$ cat config.mk
export PLATFORM = sky130hd
export DESIGN_NAME = lpbk_fcs_ctrl
export DESIGN_NICKNAME = d
export VERILOG_FILES = /design/src/rtl/lbk_pkg.sv /design/src/rtl/lbk_tx_fcs.sv /design/src/rtl/lbk_path_sel.sv /design/src/rtl/lbk_rx_chk.sv /design/src/rtl/lpbk_fcs_ctrl.sv
export SDC_FILE = /design/constraint.sdc
export NUM_CORES = 1
export LEC_CHECK = 0
export CORE_MARGIN = 2
export CORE_UTILIZATION = 56
export CTS_BUF_LIST = sky130_fd_sc_hd__clkbuf_4 sky130_fd_sc_hd__clkbuf_8
export DETAILED_ROUTE_END_ITERATION = 8
export DONT_BUFFER_PORTS = 1
export PLACE_DENSITY_LB_ADDON = 0.2
export SYNTH_ARGS = -nofsm -noshare
export SYNTH_HDL_FRONTEND = slang
export SYNTH_SLANG_ARGS = --single-unit
$ cat constraint.sdc
create_clock -name clk -period 2.9 [get_ports clk]
set_input_delay 0.435 -clock clk [delete_from_list [all_inputs] [get_ports clk]]
set_output_delay 0.435 -clock clk [all_outputs]
set_load 0.01 [all_outputs]
$ cat src/rtl/lbk_pkg.sv
package lbk_pkg;
  localparam int          BYTE_W       = 8;
  localparam int          FCS_BYTES    = 4;
  localparam logic [31:0] CRC_POLY_R   = 32'hEDB88320;
  localparam logic [31:0] CRC_PRESET   = 32'hFFFFFFFF;
  localparam logic [31:0] CRC_RESIDUE_R = 32'hDEBB20E3;

  typedef struct packed {
    logic              valid;
    logic [BYTE_W-1:0] data;
    logic              last;
  } beat_t;

  // Reflected CRC-32 update, one byte, bit 0 first.
  function automatic logic [31:0] crc_step(input logic [31:0] c,
                                           input logic [BYTE_W-1:0] d);
    logic [31:0] r;
    r = c;
    for (int i = 0; i < BYTE_W; i++) begin
      if (r[0] ^ d[i]) r = (r >> 1) ^ CRC_POLY_R;
      else             r = r >> 1;
    end
    return r;
  endfunction

  // Check value sent on the wire, least significant byte first.
  function automatic logic [31:0] crc_final(input logic [31:0] c);
    return ~c;
  endfunction
endpackage

$ cat src/rtl/lbk_tx_fcs.sv
module lbk_tx_fcs
  import lbk_pkg::*;
#(
  parameter int FCS_N = FCS_BYTES
) (
  input  logic              clk,
  input  logic              rst_n,
  input  logic              fcs_dis,
  input  logic              in_valid,
  input  logic [BYTE_W-1:0] in_data,
  input  logic              in_last,
  output logic              in_ready,
  output beat_t             out_beat
);
  localparam int IDX_W = (FCS_N > 1) ? $clog2(FCS_N) : 1;
  localparam logic [IDX_W-1:0] IDX_END = IDX_W'(FCS_N - 1);

  logic             app_q;
  logic [IDX_W-1:0] idx_q;
  logic [31:0]      crc_q;
  logic [31:0]      fcs_q;
  beat_t            beat_q;
  logic             accept;
  logic [31:0]      crc_nxt;

  assign in_ready = ~app_q;
  assign accept   = in_valid & ~app_q;
  assign crc_nxt  = crc_step(crc_q, in_data);
  assign out_beat = beat_q;

  always_ff @(posedge clk) begin
    if (!rst_n) begin
      app_q  <= 1'b0;
      idx_q  <= '0;
      crc_q  <= CRC_PRESET;
      fcs_q  <= '0;
      beat_q <= '0;
    end else if (app_q) begin
      beat_q.valid <= 1'b1;
      beat_q.data  <= fcs_q[idx_q*BYTE_W +: BYTE_W];
      beat_q.last  <= (idx_q == IDX_END);
      idx_q        <= idx_q + 1'b1;
      if (idx_q == IDX_END) app_q <= 1'b0;
    end else if (accept) begin
      beat_q.valid <= 1'b1;
      beat_q.data  <= in_data;
      beat_q.last  <= in_last & fcs_dis;
      if (in_last) begin
        crc_q <= CRC_PRESET;
        fcs_q <= crc_final(crc_nxt);
        app_q <= ~fcs_dis;
        idx_q <= '0;
      end else begin
        crc_q <= crc_nxt;
      end
    end else begin
      beat_q <= '0;
    end
  end
endmodule

$ cat src/rtl/lbk_path_sel.sv
module lbk_path_sel
  import lbk_pkg::*;
(
  input  logic  lb_en,
  input  logic  lb_int,
  input  logic  lb_codec,
  input  logic  runt_acc,
  input  beat_t tx_beat,
  input  beat_t net_rx_beat,
  output beat_t net_tx_beat,
  output beat_t rx_src_beat,
  output logic  runt_eff,
  output logic  via_codec
);
  logic int_loop;

  assign int_loop    = lb_en & lb_int;
  assign net_tx_beat = int_loop ? beat_t'('0) : tx_beat;
  assign rx_src_beat = int_loop ? tx_beat : net_rx_beat;
  assign runt_eff    = runt_acc | lb_en;
  assign via_codec   = lb_en & lb_codec;
endmodule

$ cat src/rtl/lbk_rx_chk.sv
module lbk_rx_chk
  import lbk_pkg::*;
#(
  parameter int MIN_LEN    = 64,
  parameter int ADDR_BYTES = 6,
  parameter int HASH_W     = 6,
  parameter int LEN_W      = 16
) (
  input  logic              clk,
  input  logic              rst_n,
  input  beat_t             in_beat,
  input  logic              runt_eff,
  output beat_t             out_beat,
  output logic              good,
  output logic              drop,
  output logic              hash_valid,
  output logic [HASH_W-1:0] hash
);
  localparam logic [LEN_W-1:0] MIN_L  = LEN_W'(MIN_LEN);
  localparam logic [LEN_W-1:0] ADDR_L = LEN_W'(ADDR_BYTES);
  localparam logic [LEN_W-1:0] LEN_MAX = '1;

  logic [31:0]       crc_q;
  logic [LEN_W-1:0]  len_q;
  logic              grp_q;
  beat_t             beat_q;
  logic              good_q, drop_q, hv_q;
  logic [HASH_W-1:0] hash_q;
  logic [31:0]       crc_nxt;
  logic [31:0]       addr_fcs;
  logic [LEN_W-1:0]  len_nxt;

  assign crc_nxt  = crc_step(crc_q, in_beat.data);
  assign addr_fcs = crc_final(crc_nxt);
  assign len_nxt  = (len_q == LEN_MAX) ? len_q : len_q + 1'b1;

  assign out_beat   = beat_q;
  assign good       = good_q;
  assign drop       = drop_q;
  assign hash_valid = hv_q;
  assign hash       = hash_q;

  always_ff @(posedge clk) begin
    if (!rst_n) begin
      crc_q  <= CRC_PRESET;
      len_q  <= '0;
      grp_q  <= 1'b0;
      beat_q <= '0;
      good_q <= 1'b0;
      drop_q <= 1'b0;
      hv_q   <= 1'b0;
      hash_q <= '0;
    end else if (in_beat.valid) begin
      beat_q <= in_beat;
      good_q <= in_beat.last & (crc_nxt == CRC_RESIDUE_R);
      drop_q <= in_beat.last & (len_nxt < MIN_L) & ~runt_eff;
      if (len_q == '0) grp_q <= in_beat.data[0];
      hv_q <= (len_nxt == ADDR_L) & grp_q;
      if (len_nxt == ADDR_L) hash_q <= addr_fcs[31 -: HASH_W];
      if (in_beat.last) begin
        crc_q <= CRC_PRESET;
        len_q <= '0;
      end else begin
        crc_q <= crc_nxt;
        len_q <= len_nxt;
      end
    end else begin
      beat_q <= '0;
      good_q <= 1'b0;
      drop_q <= 1'b0;
      hv_q   <= 1'b0;
    end
  end
endmodule

$ cat src/rtl/lpbk_fcs_ctrl.sv
module lpbk_fcs_ctrl
  import lbk_pkg::*;
#(
  parameter int MIN_LEN    = 64,
  parameter int ADDR_BYTES = 6,
  parameter int HASH_W     = 6,
  parameter int LEN_W      = 16
) (
  input  logic              clk,
  input  logic              rst_n,
  input  logic              cfg_lb_en,
  input  logic              cfg_lb_int,
  input  logic              cfg_lb_codec,
  input  logic              cfg_tx_fcs_dis,
  input  logic              cfg_runt_acc,
  input  logic              tx_valid,
  input  logic [7:0]        tx_data,
  input  logic              tx_last,
  output logic              tx_ready,
  output logic              net_tx_valid,
  output logic [7:0]        net_tx_data,
  output logic              net_tx_last,
  input  logic              net_rx_valid,
  input  logic [7:0]        net_rx_data,
  input  logic              net_rx_last,
  output logic              rx_valid,
  output logic [7:0]        rx_data,
  output logic              rx_last,
  output logic              rx_good,
  output logic              rx_drop,
  output logic              rx_runt_eff,
  output logic              lb_via_codec,
  output logic              mc_hash_valid,
  output logic [HASH_W-1:0] mc_hash
);
  beat_t tx_stage;
  beat_t net_tx_b;
  beat_t net_rx_b;
  beat_t rx_src;
  beat_t rx_out;
  logic  runt_eff;
  logic  txs_valid;
  logic  txs_last;
  logic  tx_accept;

  assign net_rx_b  = '{valid: net_rx_valid, data: net_rx_data, last: net_rx_last};
  assign txs_valid = tx_stage.valid;
  assign txs_last  = tx_stage.last;
  assign tx_accept = tx_valid & tx_ready;

  lbk_tx_fcs #(.FCS_N(FCS_BYTES)) u_tx (
    .clk(clk), .rst_n(rst_n), .fcs_dis(cfg_tx_fcs_dis),
    .in_valid(tx_valid), .in_data(tx_data), .in_last(tx_last),
    .in_ready(tx_ready), .out_beat(tx_stage)
  );

  lbk_path_sel u_path (
    .lb_en(cfg_lb_en), .lb_int(cfg_lb_int), .lb_codec(cfg_lb_codec),
    .runt_acc(cfg_runt_acc), .tx_beat(tx_stage), .net_rx_beat(net_rx_b),
    .net_tx_beat(net_tx_b), .rx_src_beat(rx_src), .runt_eff(runt_eff),
    .via_codec(lb_via_codec)
  );

  lbk_rx_chk #(.MIN_LEN(MIN_LEN), .ADDR_BYTES(ADDR_BYTES), .HASH_W(HASH_W),
               .LEN_W(LEN_W)) u_rx (
    .clk(clk), .rst_n(rst_n), .in_beat(rx_src), .runt_eff(runt_eff),
    .out_beat(rx_out), .good(rx_good), .drop(rx_drop),
    .hash_valid(mc_hash_valid), .hash(mc_hash)
  );

  assign net_tx_valid = net_tx_b.valid;
  assign net_tx_data  = net_tx_b.data;
  assign net_tx_last  = net_tx_b.last;
  assign rx_valid     = rx_out.valid;
  assign rx_data      = rx_out.data;
  assign rx_last      = rx_out.last;
  assign rx_runt_eff  = runt_eff;
endmodule

### Word-level counts from Yosys, hierarchy flattened

Cells that the tools add are included.

| operators by class | value |
|---|---|
| order comparisons | 1 |
| muxes and demuxes | 32 |
| equal/unequal tests | 4 |
| shift operators | 1 |
| bitwise gates (word level) | 46 |
| reduce and logical (&&, ||, !) cells | 9 |
| add/subtract/negate cells | 2 |

Operator list:

| kind | number |
|---|---|
| 32-bit two-way mux | 18 |
| 13-bit inverter with 14-bit output | 16 |
| 32-bit inverter | 2 |
| 10-bit two-way mux | 5 |
| 32-bit == test (second input constant) | 1 |
| 16-bit two-way mux | 2 |
| 32-bit by 6-bit variable part select with 8-bit output | 1 |
| 16-bit by 1-bit adder with 16-bit output (second input constant) | 1 |
| 16-bit == test (second input constant) | 1 |
| 16-bit by 3-bit == test with 1-bit output (second input constant) | 1 |
| 16-bit zero test | 1 |
| 16-bit by 7-bit < comparator with 1-bit output (second input constant) | 1 |
| 1-bit XOR | 16 |
| 2-bit AND reduction | 5 |
| 1-bit AND | 8 |
| 2-bit two-way mux | 3 |
| 1-bit two-way mux | 4 |
| 2-bit nonzero test | 2 |
| 1-bit inverter | 3 |
| 3-bit AND reduction | 1 |
| 2-bit by 1-bit adder with 2-bit output (second input constant) | 1 |
| 2-bit == test (second input constant) | 1 |
| 1-bit bitwise OR | 1 |

| word-level totals | value |
|---|---|
| register bits | 145 |
| word-level logic and storage cells | 112 |
| bits of input ports | 27 |
| output and inout port bits | 32 |

### Depth between registers and ports, before layout

| logic depth | value |
|---|---|
| depth after elaboration | 20 |
| mapped depth | 11 |
| mapped depth without buffers | 11 |

### Modules after synthesis

A second synthesis with hierarchy kept.

| unflattened totals | value |
|---|---|
| cell total of the unflattened synthesis | 847 |
| area total of the unflattened synthesis | 7795.0 sq um |

Modules (own cells, without submodules):

| module | cells an instance | area each (sq um) | times used |
|---|---|---|---|
| lbk_rx_chk | 463 | 3893.7 | 1 |
| lbk_tx_fcs | 359 | 3656.0 | 1 |
| lbk_path_sel | 25 | 245.2 | 1 |

### Worst setup path after synthesis

No wires, ideal clock.

| path | value |
|---|---|
| path type | register to register |
| start | register u_rx.len_q[0] |
| end | register u_rx.hash_q[0], in the netlist u_rx.hash[0] |
| buffers on the path | 1 |
| data arrival time | 2.739 ns |
| clock period less this slack | 2.853 ns |
| path slack | 0.047 ns |
| stages on the path, launching flop included | 11 |
| required time | 2.785 ns |
| cell sequence | dfxtp_1 > ha_1 > and3_1 > clkbuf_1 > nand4_1 > o21ai_1 > mux2_2 > nor4_2 > nand3_2 > and2_0 > o21a_1 |

| between the ends | value |
|---|---|
| cells in the longest elaborated chain, start to end | 4 |
| elaborated cells on any way between the ends | 5 |
| those cells by class | 1 x add/sub; 2 x eq/ne; 1 x mux; 1 x reduce/logical |

RTL lines:

| what | RTL line | RTL |
|---|---|---|
| start, declared | lbk_rx_chk.sv:24 | `logic [LEN_W-1:0] len_q;` |
| start signal, assigned | lbk_rx_chk.sv:65 | `len_q <= len_nxt;` |
| 16-bit by 1-bit adder with 16-bit output / 16-bit == test (equally long branches) | lbk_rx_chk.sv:35 | `assign len_nxt = (len_q == LEN_MAX) ? len_q : len_q + 1'b1;` |
| 16-bit two-way mux (*) | lbk_rx_chk.sv:35 |  |
| 16-bit by 3-bit == test with 1-bit output (*) | lbk_rx_chk.sv:59 | `if (len_nxt == ADDR_L) hash_q <= addr_fcs[31 -: HASH_W];` |
| 2-bit AND reduction (no line) (*) | -- |  |
| end signal, assigned | lbk_rx_chk.sv:59 |  |
| end, declared | lbk_rx_chk.sv:28 | `logic [HASH_W-1:0] hash_q;` |

Mark *: on every way between the ends. The rest lies on a longest branch, timed or not.
A chain may end at the register's enable or synchronous reset.

### Final worst setup path

| path | value |
|---|---|
| start | register u_rx.len_q[1] |
| end | register u_rx.hash_q[5], in the netlist u_rx.hash[5] |

Same word-level chain as after synthesis.

==> reports/qor.csv <==
metric,value,unit
startpoint types,flip-flop,
worst slack on hold paths,0.03172,ns
global-route wire length before repair,32020,um
"Critical Path, Cell by Cell",ha_2 -> and3_1 -> nand4_1 -> o21ai_1 -> mux2_2 -> nor4_2 -> nand3_2 -> buf_4 -> mux2i_1 -> nor2_1,
total via count in the routed design,6149,
worst IR drop on VDD,503.6,uV
final design instance area without fill,0.008532,mm2
distinct cell type count after synthesis,63,
antenna fix cells,0,
static leakage,0.003351,uW
Least-Margin Pin Slew,0.6886,ns
width of the die,121.5,um
path type of the worst min-delay path,in -> reg,
most common flop cell mapped by yosys,sky130_fd_sc_hd__dfxtp_1,
share of Yosys cell area claimed by the top area cell type,37.58,%
fin crit share,92.80,%
worst stage delay on the critical path,0.44,ns
pin count of the biggest net entering global routing,44,
leftover overflow at the end of global routing,0,
source-to-sink clock delay at the later pin of the worst-skew pair,0.46,ns
net count after synthesis,886,
CP endpoint kind,flip-flop,
Max transition margin,54.03,%
number of global-route vias before repair,5987,
final slew viol count,0,
effective utilization at floorplan,57.87,%
top fanout value on the critical path,6,
TritonRoute pass-1 iters,5,
final number of setup-violating endpoints,0,
"top cells by area, synth","sky130_fd_sc_hd__dfxtp_1, sky130_fd_sc_hd__xnor2_1, sky130_fd_sc_hd__nand2_1",
Final #Nets,908,
WP data arrival,3.03,ns
deepest clock path buffer count,2,
DP Area,0.008160,mm2
clock transition time at the flip-flop clock pins of the worst setup and hold paths,0.09,ns
clock root buffer,sky130_fd_sc_hd__clkbuf_8,
share of final-layout standard cells stronger than drive strength 1,14.38,%
proportion of synthesized flip-flops having asynchronous set or reset,0,%
#FFs+latches synth,145,
Crit Path Class,reg -> reg,
crit-path leading delay family,simple AND/OR/NAND/NOR gates,
"Setup Fix Bufs, Post-CTS",0,
most common library cell in the layout ignoring fill and taps,sky130_fd_sc_hd__dfxtp_1,
Hold Crit Depth,1,
final setup slack of the worst path,0.2087,ns
"Data required, critical path",3.24,ns
power density over the cells,879.9,mW/mm2
post-place setup slack,-0.05986,ns
sum of net half-perimeters after detailed placement,14410,um
Max Clk Rate,0.3716,GHz
"commonest cells after routing, fill and taps aside","sky130_fd_sc_hd__dfxtp_1, sky130_fd_sc_hd__nand2_1, sky130_fd_sc_hd__xnor2_1",
DR vias/cell,5.768,
buffer and inverter count on the worst path,1,
initial antenna violation count,0,
Detailed Route Iter0 Violations,435,
number of buffers added by the clock tree synthesis step,17,
final clock skew,0.007961,ns
number of synthesized flops with an enable pin,0,
number of instances in the synthesized netlist,855,
clock sink count,145,
RePlAce Congestion,0.9856,
number of non-filler instances in the completed layout,1066,
number of core rows,42,
Filler Cell Count,1174,
area of the placeable core,0.01335,mm2
clock tree from TritonCTS,yes,
unrepaired setup endpoints after global routing,no,
outcome,finished clean,
Placed Instances,1034,
count of hold-fix buffers inserted at cts,0,
"Min Clock Period, post-route",2.691,ns
Worst R2R Path Depth,10,
slowest stage cell on the critical path,sky130_fd_sc_hd__dfxtp_1,
floorplan die area,0.01475,mm2
GRT Total Usage,28.04,%
wire length per cell,18.47,um
I/O Pins,59,
number of warnings issued by yosys,0,
number of remaining DRC errors,0,
IO buf count,0,
count of cell instances traversed by the critical path,10,
cell accounting for the most synthesized area,sky130_fd_sc_hd__dfxtp_1,
Die Height,121.5,um
number of hold violations in the final report,0,
H-tree level count,4,
final wirelength,19690,um
Total Negative Setup Slacks,0,ns
count of nets left with antenna violations after detail routing,0,
proportion of synthesized chip area in sequential cells,37.58,%
Resize count post-CTS,0,
number of maximum-capacitance violations,0,
synthesized area,0.007725,mm2
layout overhead on the synthesized area,10.45,%
average cell area after synthesis,9.035,um2
-- layer usage --
layer	vias to the layer above	global-route usage [%]	part of all wire (%)
met4	0	8.908	2.7
li1	2999	-	-
met3	35	6.626	5.8
met5	-	0	0
met2	181	47.65	50
met1	2934	35.18	42
-- layout make-up --
| class | instances | area (um2) | share of cell area, % |
|---|---|---|---|
| inverters | 9 | 33.78 | 0.3960 |
| multi-input cells | 648 | 4573 | 53.60 |
| clock buffers | 18 | 247.7 | 2.904 |
| well taps | 176 | 220.2 | 2.581 |
| flip-flops and latches | 145 | 2903 | 34.02 |
| repair buffers | 56 | 432.9 | 5.074 |
| clock inverters | 14 | 121.4 | 1.422 |
-- through the flow --
step / utilization (%) / power (uW)
after global routing: 63.92 / 7934
after floorplan: - / 5035
after detailed placement: 61.14 / 5990
after global placement: 61.14 / 5941
after CTS: 63.90 / 7506
final: 63.92 / 7507
-- flip-flops by register name (all words and copies together), names as in the netlist --
register and count:
u_tx.out_beat 10, u_rx.out_beat 10, u_rx.hash_valid 1, u_tx.fcs_q 32, u_rx.hash 6, u_tx.crc_q 32, u_rx.len_q 16, u_rx.good 1
u_rx.crc_q 32, u_rx.drop 1, u_rx.grp_q 1, u_tx.idx_q 2, u_tx.app_q 1
-- cells by family after synthesis --
| group | count (synthesis) | synth area share [%] |
|---|---|---|
| DFF | 145 | 37.58 |
| muxes | 32 | 6.041 |
| and+or+nand+nor | 315 | 18.92 |
| adders and majority gates | 4 | 0.6479 |
| AOI/OAI and AO/OA | 142 | 11.52 |
| xor gates and xnor gates | 155 | 22.01 |
| buffers and inverters | 62 | 3.288 |
-- worst register-to-register path: cells and delay by family (launching register included) --
family	cells	cell delay, ns
flops	1	0.44
mux	2	0.53
fa+ha+maj	1	0.27
buf+inv	1	0.19
compound gates	1	0.23
simple gates	5	0.91
-- Yosys cell counts, types with 7 or more instances --
cell type,count
sky130_fd_sc_hd__o211ai_1,8
sky130_fd_sc_hd__clkbuf_1,44
sky130_fd_sc_hd__xnor2_2,9
sky130_fd_sc_hd__xnor2_1,93
sky130_fd_sc_hd__a21oi_1,38
sky130_fd_sc_hd__a31oi_1,7
sky130_fd_sc_hd__nand3_1,40
sky130_fd_sc_hd__mux4_2,8
sky130_fd_sc_hd__xor2_1,35
sky130_fd_sc_hd__inv_1,8
sky130_fd_sc_hd__mux2i_1,16
sky130_fd_sc_hd__nand4_1,8
sky130_fd_sc_hd__nand2_1,124
sky130_fd_sc_hd__dfxtp_1,145
sky130_fd_sc_hd__and2_1,17
sky130_fd_sc_hd__nor3_1,11
sky130_fd_sc_hd__o21ai_0,24
sky130_fd_sc_hd__o22ai_1,25
sky130_fd_sc_hd__xnor3_1,11
sky130_fd_sc_hd__a211oi_1,23
sky130_fd_sc_hd__nor2_1,70
-- power breakdown --
part | leakage (uW) | total (uW) | switching (uW) | internal, uW
combinational | 0.00197 | 3520 | 1800 | 1720
sequential | 0.00119 | 2480 | 225 | 2250
clock | 0.000191 | 1510 | 869 | 644
total | 0.00335 | 7510 | 2900 | 4610
-- path summary, 6_finish.rpt --
kind / startpoint / end / slack [ns]
max reg2reg: u_rx.len_q[1] / u_rx.hash[5] / 0.21
min reg2reg: u_tx.fcs_q[24] / u_tx.fcs_q[24] / 0.46
min: rst_n / u_rx.crc_q[14] / 0.03
max: u_rx.len_q[1] / u_rx.hash[5] / 0.21
No activity file was read; power rests on OpenSTA's default activity.
